## src/rtl/xpt_pkg.sv

```systemverilog
package xpt_pkg;
  localparam int unsigned N_OUT   = 4;
  localparam int unsigned SEL_W   = 2;
  localparam int unsigned ADDR_W  = 4;
  localparam int unsigned CFG_W   = N_OUT * SEL_W;
  localparam int unsigned FRAME_W = CFG_W + 2 * ADDR_W;
  localparam int unsigned POS_W   = $clog2(FRAME_W);

  typedef logic [CFG_W-1:0]   route_t;
  typedef logic [FRAME_W-1:0] frame_t;

  // Extract per-output indices; output 1 is at the frame MSB end.
  function automatic route_t frame_route(input frame_t f);
    route_t r;
    for (int n = 0; n < N_OUT; n++)
      r[n*SEL_W +: SEL_W] = f[FRAME_W-1-n*SEL_W -: SEL_W];
    return r;
  endfunction

  function automatic logic frame_addr_zero(input frame_t f);
    return f[2*ADDR_W-1:0] == '0;
  endfunction

  // Reduce the column (row_chain=0) or row (row_chain=1) field by one.
  function automatic frame_t frame_dec(input frame_t f, input logic row_chain);
    frame_t o;
    o = f;
    if (row_chain) o[ADDR_W-1:0] = f[ADDR_W-1:0] - 1'b1;
    else           o[2*ADDR_W-1:ADDR_W] = f[2*ADDR_W-1:ADDR_W] - 1'b1;
    return o;
  endfunction

  function automatic route_t ident_route();
    route_t r;
    for (int n = 0; n < N_OUT; n++) r[n*SEL_W +: SEL_W] = SEL_W'(n);
    return r;
  endfunction

  // Identity routing with all address bits set: addressed to no device.
  function automatic frame_t filler_frame();
    frame_t f;
    f = '1;
    for (int n = 0; n < N_OUT; n++) f[FRAME_W-1-n*SEL_W -: SEL_W] = SEL_W'(n);
    return f;
  endfunction

  function automatic route_t preset_route(input logic [1:0] sel);
    route_t r;
    for (int n = 0; n < N_OUT; n++) begin
      unique case (sel)
        2'b00: r[n*SEL_W +: SEL_W] = SEL_W'(0);
        2'b01: r[n*SEL_W +: SEL_W] = SEL_W'(1);
        2'b10: r[n*SEL_W +: SEL_W] = (n < N_OUT/2) ? SEL_W'(0) : SEL_W'(2);
        default: r[n*SEL_W +: SEL_W] = SEL_W'(n);
      endcase
    end
    return r;
  endfunction
endpackage

```

## src/rtl/xpt_sclk_sampler.sv

```systemverilog
module xpt_sclk_sampler (
  input  logic clk,
  input  logic rst_n,
  input  logic ser_clk,
  input  logic sdi,
  input  logic load,
  input  logic mode,
  output logic sdi_q,
  output logic data_evt,
  output logic load_evt
);
  logic sclk_s1, sclk_s2, load_q, rise;

  always_ff @(posedge clk or negedge rst_n) begin
    if (!rst_n) begin
      sclk_s1 <= 1'b0;
      sclk_s2 <= 1'b0;
      sdi_q   <= 1'b0;
      load_q  <= 1'b0;
    end else begin
      sclk_s1 <= ser_clk & ~mode;   // internal clock held low in preset mode
      sclk_s2 <= sclk_s1;
      sdi_q   <= sdi;
      load_q  <= load;
    end
  end

  assign rise     = sclk_s1 & ~sclk_s2;
  assign data_evt = rise & ~load_q;
  assign load_evt = rise & load_q;

  p_mode_gate_r10: assert property (@(posedge clk) disable iff (!rst_n)
    $past(mode) |-> !data_evt && !load_evt);
endmodule

```

## src/rtl/xpt_frame_rx.sv

```systemverilog
module xpt_frame_rx
  import xpt_pkg::*;
(
  input  logic   clk,
  input  logic   rst_n,
  input  logic   sdi_q,
  input  logic   data_evt,
  input  logic   load_evt,
  output logic   frame_last,
  output route_t cfg_q
);
  localparam int unsigned LAST = FRAME_W - 1;

  logic [FRAME_W-2:0] sr_q;
  logic [POS_W-1:0]   pos_q;
  route_t             ldr_q;
  logic               valid_q;
  frame_t             frame_nxt;

  assign frame_nxt  = {sr_q, sdi_q};
  assign frame_last = (pos_q == POS_W'(LAST));

  always_ff @(posedge clk or negedge rst_n) begin
    if (!rst_n) begin
      sr_q    <= filler_frame()[FRAME_W-2:0];
      pos_q   <= '0;
      ldr_q   <= ident_route();
      valid_q <= 1'b0;
      cfg_q   <= ident_route();
    end else begin
      if (data_evt) begin
        sr_q  <= frame_nxt[FRAME_W-2:0];
        pos_q <= frame_last ? '0 : pos_q + 1'b1;
        if (frame_last && frame_addr_zero(frame_nxt)) begin
          ldr_q   <= frame_route(frame_nxt);
          valid_q <= 1'b1;
        end
      end
      if (load_evt && valid_q) cfg_q <= ldr_q;
    end
  end

  p_pos_wrap_r2: assert property (@(posedge clk) disable iff (!rst_n)
    data_evt && frame_last |=> pos_q == '0);
  p_valid_sticky_r3: assert property (@(posedge clk) disable iff (!rst_n)
    valid_q |=> valid_q);
  p_load_copy_r4: assert property (@(posedge clk) disable iff (!rst_n)
    load_evt && valid_q |=> cfg_q == $past(ldr_q));
  p_early_load_r5: assert property (@(posedge clk) disable iff (!rst_n)
    load_evt && !valid_q |=> $stable(cfg_q));
endmodule

```

## src/rtl/xpt_casc_line.sv

```systemverilog
module xpt_casc_line
  import xpt_pkg::*;
#(
  parameter bit ROW_CHAIN = 1'b0
) (
  input  logic clk,
  input  logic rst_n,
  input  logic sdi_q,
  input  logic data_evt,
  input  logic frame_last,
  output logic sdo
);
  frame_t line_q, line_nxt;

  assign line_nxt = {line_q[FRAME_W-2:0], sdi_q};

  always_ff @(posedge clk or negedge rst_n) begin
    if (!rst_n) begin
      line_q <= filler_frame();
      sdo    <= 1'b0;
    end else if (data_evt) begin
      sdo    <= line_q[FRAME_W-1];
      line_q <= frame_last ? frame_dec(line_nxt, ROW_CHAIN) : line_nxt;
    end
  end

  p_line_quiet_r6: assert property (@(posedge clk) disable iff (!rst_n)
    !data_evt |=> $stable(sdo));
endmodule

```

## src/rtl/xpt_serial_ctrl.sv

```systemverilog
module xpt_serial_ctrl
  import xpt_pkg::*;
(
  input  logic             clk,
  input  logic             rst_n,
  input  logic             ser_clk,
  input  logic             sel1_sdi,
  input  logic             sel0,
  input  logic             load,
  input  logic             mode,
  output logic [CFG_W-1:0] route_sel,
  output logic             casc_sdo_col,
  output logic             casc_sdo_row,
  output logic             casc_clk_col,
  output logic             casc_clk_row
);
  logic   sdi_q, data_evt, load_evt, frame_last;
  route_t cfg_q;
  logic [1:0] sdo_w;

  xpt_sclk_sampler u_samp (
    .clk(clk), .rst_n(rst_n), .ser_clk(ser_clk), .sdi(sel1_sdi),
    .load(load), .mode(mode), .sdi_q(sdi_q), .data_evt(data_evt),
    .load_evt(load_evt)
  );

  xpt_frame_rx u_rx (
    .clk(clk), .rst_n(rst_n), .sdi_q(sdi_q), .data_evt(data_evt),
    .load_evt(load_evt), .frame_last(frame_last), .cfg_q(cfg_q)
  );

  for (genvar g = 0; g < 2; g++) begin : g_chain
    xpt_casc_line #(.ROW_CHAIN(g[0])) u_line (
      .clk(clk), .rst_n(rst_n), .sdi_q(sdi_q), .data_evt(data_evt),
      .frame_last(frame_last), .sdo(sdo_w[g])
    );
  end

  assign casc_sdo_col = sdo_w[0];
  assign casc_sdo_row = sdo_w[1];
  assign casc_clk_col = ser_clk & ~mode;
  assign casc_clk_row = ser_clk & ~mode;
  assign route_sel    = mode ? preset_route({sel1_sdi, sel0}) : cfg_q;

  p_cfg_quiet_r4: assert property (@(posedge clk) disable iff (!rst_n)
    !load_evt |=> $stable(cfg_q));
endmodule

```

## config.mk

```make
export PLATFORM = sky130hd
export DESIGN_NAME = xpt_serial_ctrl
export DESIGN_NICKNAME = d
export VERILOG_FILES = /design/src/rtl/xpt_pkg.sv /design/src/rtl/xpt_sclk_sampler.sv /design/src/rtl/xpt_frame_rx.sv /design/src/rtl/xpt_casc_line.sv /design/src/rtl/xpt_serial_ctrl.sv
export SDC_FILE = /design/constraint.sdc
export NUM_CORES = 1
export LEC_CHECK = 0
export BUFFER_PORTS_ARGS = -buffer_cell sky130_fd_sc_hd__buf_2
export CORE_MARGIN = 2
export CORE_UTILIZATION = 50
export DETAILED_ROUTE_END_ITERATION = 12
export PLACE_DENSITY = 0.68
export SLEW_MARGIN = 0
export SYNTH_ARGS = -nofsm -noshare
export SYNTH_HDL_FRONTEND = slang
export SYNTH_SLANG_ARGS = --single-unit
```

## constraint.sdc

```tcl
create_clock -name clk -period 2.55 [get_ports clk]
set_input_delay 0 -clock clk [delete_from_list [all_inputs] [get_ports clk]]
set_output_delay 0 -clock clk [all_outputs]
set_load 0.1 [all_outputs]
```

==> results of run 1 <==
timing repair:
action | in CTS | in global routing
hold buffers | 5 | 0
hold endpoints to repair | 73 | 0
resized for setup | 0 | 0
cell type report:
type                            count  area, um^2  area share [%]
Multi-Input combinational cell    191        1040            31.6
Clock inverter                      2        10.0           0.303
Clock buffer                       14         153            4.62
Inverter                           10        37.5            1.14
Timing Repair Buffer               25         168            5.08
Sequential cell                    70        1800            54.6
Tap cell                           72        90.1            2.73
power by group:
group / internal (W) / total [W] / switching [W]
Sequential: 0.00132 / 0.00143 / 0.000106
Combinational: 0.000120 / 0.000323 / 0.000203
Clock: 0.000378 / 0.000746 / 0.000368
Yosys cell counts (all sizes together) (3+ instances only):
library cell,instances,share of area [%]
clkbuf,12,1.5
o21ai,17,2.9
ha,3,1.3
nor2b,3,0.64
mux2,18,7.9
xnor2,3,0.89
dfstp,40,36
or4,3,0.89
or3,4,0.89
inv,10,1.3
dfrtp,30,26
nand2,121,15
stage by stage:
| stage | hold WS, ns | setup WS, ns | instances |
|---|---|---|---|
| floorplan | -0.296 | 0.462 | 285 |
| global placement | 0.0462 | 0.556 | 363 |
| detailed placement | 0.0457 | 0.533 | 363 |
| CTS | 0.219 | 0.510 | 384 |
| global route | 0.251 | 0.441 | 384 |
| finish | 0.195 | 0.522 | 384 |
metal layers:
layer | GRT usage, % | up-vias | routed length [um]
met1 | 20.6 | 909 | 2290
met3 | 6.74 | 6 | 209
met2 | 26.1 | 35 | 2150
li1 | - | 957 | -
met4 | 6.10 | 0 | 66
met5 | 0 | - | 0
placed cells by master (no fill, tap or decap), types with 3 or more instances in the layout:
cell,count
nand2_1,121
inv_1,10
dlygate4sd3_1,5
xnor2_1,3
mux2_2,10
nor2b_1,3
o21ai_1,4
ha_1,3
or3_1,3
clkbuf_1,4
clkbuf_8,10
dfstp_2,40
mux2_4,8
dfrtp_1,30
buf_2,18
o21ai_0,13
cell families after synthesis:
family                     count (synthesis)
adders and majority gates                  3
xor gates and xnor gates                   5
muxes                                     18
buffers and inverters                     24
DFF                                       70
AOI/OAI and AO/OA                         23
and+or+nand+nor                          142
flip-flops by register name, summed over array words and instances (netlist names):
name	flops
u_rx.pos_q	4
u_rx.sr_q	11
u_samp.sdi_q	1
u_samp.sclk_s1	1
u_rx.cfg_q	8
u_rx.valid_q	1
g_chain.u_line.sdo	2
u_rx.ldr_q	8
g_chain.u_line.line_q	32
u_samp.load_q	1
u_samp.sclk_s2	1
path summary, 6_finish.rpt:
kind	start	endpoint	depth (start not counted)
min in group clk	load	u_samp.load_q	2
max in group asynchronous	rst_n	g_chain[1].u_line.line_q[9]	3
min	rst_n	u_rx.pos_q[3]	3
min reg2reg	u_samp.sclk_s1	u_samp.sclk_s2	0
max reg2reg	u_samp.sdi_q	u_rx.ldr_q[0]	3
max	u_samp.sdi_q	u_rx.ldr_q[0]	3
critical path: stages (launching register included):
cell and delay (ns):
dfrtp_1 0.41, or4_1 0.53, or4_4 0.64, mux2_4 0.33
==> flow_summary.ini, run 1 <==
[detailed_routing]
dr.pass1.iters = 5
post_drt_via_cell_ratio = 4.97
ant_nets = 0
vias = 1907
drc = 0
drt-total-wl_um = 4720
drt-initial-drc-count = 87
wl_per_cell_um = 12.3

[sta]
finalHoldViolCount = 0
finalSetupViolCount = 0
relSlewSlack_pct = 35.1
timing.fmax_mhz = 493
worst_pin_slew_ns = 0.973
final.min_clock_period_ns = 2.03
rsz0062_at_grt = no
finalCritPeriodShare_pct = 79.5
report.final.slew_viol_count = 0
skew_ns = 0.00528
fin_tns_setup_ns = 0

[global_route]
grt_pass1_vias = 1765
grtUsageTotal_pct = 16.6
antenna_found_initial = 0
overflow = 0
grt_pass1_wl_um = 8000
grt_max_degree = 71

[synthesis]
yosys_most_used_dff = dfstp_2
synth_compound_area_share_pct = 4.17
syn-cell-area_um2 = 2940
synth_top_family_by_area = simple AND/OR/NAND/NOR gates
ys_seq_area_share_pct = 61.3
yosys_warnings = 0
synthCells = 285
muxShareOfSynthArea_pct = 7.91
synth-simple-area-share_pct = 20.4
synth_edf_count = 0
syn_area_per_cell_um2 = 10.3
ys_seq_elements = 70
async_reset_ff_share_pct = 100
synthXorXnorAreaFrac_pct = 1.49
synthAdderAreaFrac_pct = 1.28
netlist-cell-type-count = 31
syn_nets = 295

[power_and_ir_drop]
cellPowerDensity_nw_per_um2 = 757
p_leak_nw = 1.60
total_power_w = 0.00250
ir_drop_mv = 0.370

[finish]
fin_area_um2 = 3300
post-route-util_pct = 58.9
area.growth.synth_to_final_pct = 12.3
nFillCells = 482
antenna_cells = 0
fin_nets = 317
drive_above_1_share_pct = 30.1

[clock_network]
cts.sinks = 70
post_cts_buffers = 0
cts.htree.levels = 3
cts_root_buffer = clkbuf_8
insertion_delay_ns = 0.33
ctsLongestPathBuffers = 2
cts_buffers = 9
cts_tree = yes
cts.clk_slew.worst_paths_ns = 0.07

[run_status]
status = completed

[worst_hold_path]
hp-class = input pin to asynchronous set/reset pin

[worst_setup_path]
cp_data_arrival_time_ns = 2.25
worstPathRequired_ns = 2.77
start_kind = flip-flop
reg2reg_slack_ns = 0.52
worstSetupEndpointType = flip-flop
crit_path_max_fanout = 9
path_class = flip-flop to flip-flop

[die]
initial_core_util_pct = 52.4
die_w_um = 80.7
die_h_um = 80.7
core-area_um2 = 5610
num_io_pins = 19
die-area_um2 = 6510
fp-row-count = 27

[placement]
place.gp.congestion = 0.748
dp_hpwl_um = 2920
port-buffer-count = 18
dpl_cell_area_um2 = 3090

[job]
cap_viol_max_count = 0
(Power assumes the default switching activity.)
==> inputs of run 2 (changes only) <==
--- a/config.mk
+++ b/config.mk
@@ -9,7 +9,7 @@
 export CORE_MARGIN = 2
 export CORE_UTILIZATION = 50
 export DETAILED_ROUTE_END_ITERATION = 12
-export PLACE_DENSITY = 0.68
+export PLACE_DENSITY = 0.7
 export SLEW_MARGIN = 0
 export SYNTH_ARGS = -nofsm -noshare
 export SYNTH_HDL_FRONTEND = slang
==> constraint.sdc (replaced) <==
create_clock -name clk -period 1.8 [get_ports clk]
set_input_delay 0 -clock clk [delete_from_list [all_inputs] [get_ports clk]]
set_output_delay 0 -clock clk [all_outputs]
set_load 0.1 [all_outputs]
==> flow_summary.ini, run 2 (synthesis results as in run 1) <==
[power_and_ir_drop]
total_power_w = 0.00381
cellPowerDensity_nw_per_um2 = 1100
pwr-share-comb_pct = 15.7
ir_drop_mv = 0.597
internal-power_w = 0.00282
seqPwrFrac_pct = 52.5
power.net_switching_w = 0.000991
switching_share_pct = 26.0
clockPowerShare_pct = 31.8
p_leak_nw = 1.69

[clock_network]
cts.clk_slew.worst_paths_ns = 0.07
cts.htree.levels = 3
insertion_delay_ns = 0.34
cts.sinks = 70
cts_root_buffer = clkbuf_8
cts_tree = yes
ctsLongestPathBuffers = 2
cts_buffers = 9

[detailed_routing]
vias = 1958
drt-total-wl_um = 4840
wl_per_cell_um = 12.2
ant_nets = 0
dr.pass1.iters = 4
drt-initial-drc-count = 69
post_drt_via_cell_ratio = 4.92
drc = 0

[worst_setup_path]
start_kind = flip-flop
cp_data_arrival_time_ns = 2.16
r2r_end = u_rx.ldr_q[4]
worstPathRequired_ns = 2.02
worstReg2RegStart = u_rx.sr_q[6]
crit_path_max_fanout = 5
reg2reg_slack_ns = -0.13
r2r_cells = 3
worstSetupEndpointType = flip-flop
path_class = flip-flop to flip-flop

[sta]
rsz0062_at_grt = yes
relSlewSlack_pct = 67.6
finalCritPeriodShare_pct = 107
finalSetupViolCount = 8
setup_slack_ns = -0.135
worst_pin_slew_ns = 0.489
report.final.slew_viol_count = 0
timing.fmax_mhz = 517
skew_ns = 0.00780
final.min_clock_period_ns = 1.93
finalHoldViolCount = 0

[die]
die-area_um2 = 6510
num_io_pins = 19
fp-row-count = 27
core-area_um2 = 5610
initial_core_util_pct = 52.4
die_w_um = 80.7
die_h_um = 80.7

[placement]
port-buffer-count = 18
place.gp.congestion = 0.733
place_ws_ns = -0.181
dp_hpwl_um = 3130

[finish]
mostFrequentLayoutCells = nand2_1 (121), dfstp_2 (40), dfrtp_1 (30)
drive_above_1_share_pct = 35.6
fin_nets = 331
layout_commonest_cell = nand2_1
largest_reg_flops = 32
reg_top3 = g_chain.u_line.line_q x32, u_rx.sr_q x11
nFillCells = 463
antenna_cells = 0
area.growth.synth_to_final_pct = 18.4
top_register = g_chain.u_line.line_q

[run_status]
violations = setup timing
status = finished, violations left

[global_route]
grt_pass1_vias = 1995
antenna_found_initial = 0
grtUsageTotal_pct = 18.1
overflow = 0
grt_max_degree = 53
grt_pass1_wl_um = 8710

[job]
cap_viol_max_count = 0

[worst_hold_path]
hp-class = input pin to asynchronous set/reset pin
## run 2: cell count changes in the layout (fill, tap and decap cells not counted), sizes merged
| cell | change |
|---|---|
| clkbuf | +2 |
| or4 | +1 |
| clkinv | -2 |
| buf | +13 |
## run 2: worst max-delay path by stage
| stage | slack [ns] | cells past startpoint | start | to |
|---|---|---|---|---|
| floorplan | -0.14 | 4 | g_chain[0].u_line.line_q[0] | u_rx.ldr_q[0] |
| global placement | -0.13 | 3 | g_chain[0].u_line.line_q[0] | u_rx.ldr_q[1] |
| detailed placement | -0.18 | 3 | g_chain[0].u_line.line_q[0] | u_rx.ldr_q[4] |
| CTS | -0.13 | 3 | u_rx.sr_q[5] | u_rx.ldr_q[4] |
| global route | -0.16 | 3 | u_rx.sr_q[6] | u_rx.ldr_q[4] |
| finish | -0.13 | 3 | u_rx.sr_q[6] | u_rx.ldr_q[4] |
## run 2: worst max-delay path, cell delays in order (launching register included)
cell and delay (ns):
dfstp_2 0.37, or4_4 0.53, or4_4 0.60, mux2_4 0.32
## run 2: cell type report
cell class | count | area [um^2] | share of cell area [%]
flip-flops and latches | 70 | 1800 | 51.7
multi-input cells | 192 | 1070 | 30.9
repair buffers | 38 | 278 | 7.98
clock buffers | 16 | 200 | 5.75
well taps | 72 | 90.1 | 2.59
inverters | 10 | 37.5 | 1.08
## run 2: timing repair
item                       CTS  global route
hold buffers                 5             0
setup endpoints to repair    8             8
resized for setup            3             0
hold endpoints to repair    21             0
cloned                       1             0
setup buffers                2             1
pin swaps                    4             1
## run 2: stage by stage
step | TNS (ns) | utilization [%] | area [um^2] | hold slack, ns | std cells
floorplan | -1.04 | - | 2960 | -0.296 | 285
global placement | -0.902 | 56.9 | 3190 | -0.0379 | 373
detailed placement | -1.25 | 56.9 | 3190 | -0.0281 | 373
CTS | -0.739 | 62.0 | 3470 | 0.134 | 397
global route | -0.990 | 62.1 | 3480 | 0.154 | 398
finish | -0.854 | 62.1 | 3480 | 0.131 | 398
## run 2: power groups by stage
stage | logic, W | clock network, W | registers [W]
after floorplan | 0.000349 | 0 | 0.00201
after global placement | 0.000546 | 0 | 0.00201
after detailed placement | 0.000559 | 0 | 0.00202
after CTS | 0.000599 | 0.00126 | 0.00200
after global routing | 0.000691 | 0.00134 | 0.00204
final | 0.000600 | 0.00121 | 0.00200
## run 2: layer usage
metal	vias to the layer above	share of wire [%]	track usage [%]
met3	11	4.1	8.09
met5	-	0	0
li1	991	-	-
met2	30	48	29.6
met4	0	1.6	6.61
met1	926	46	20.9
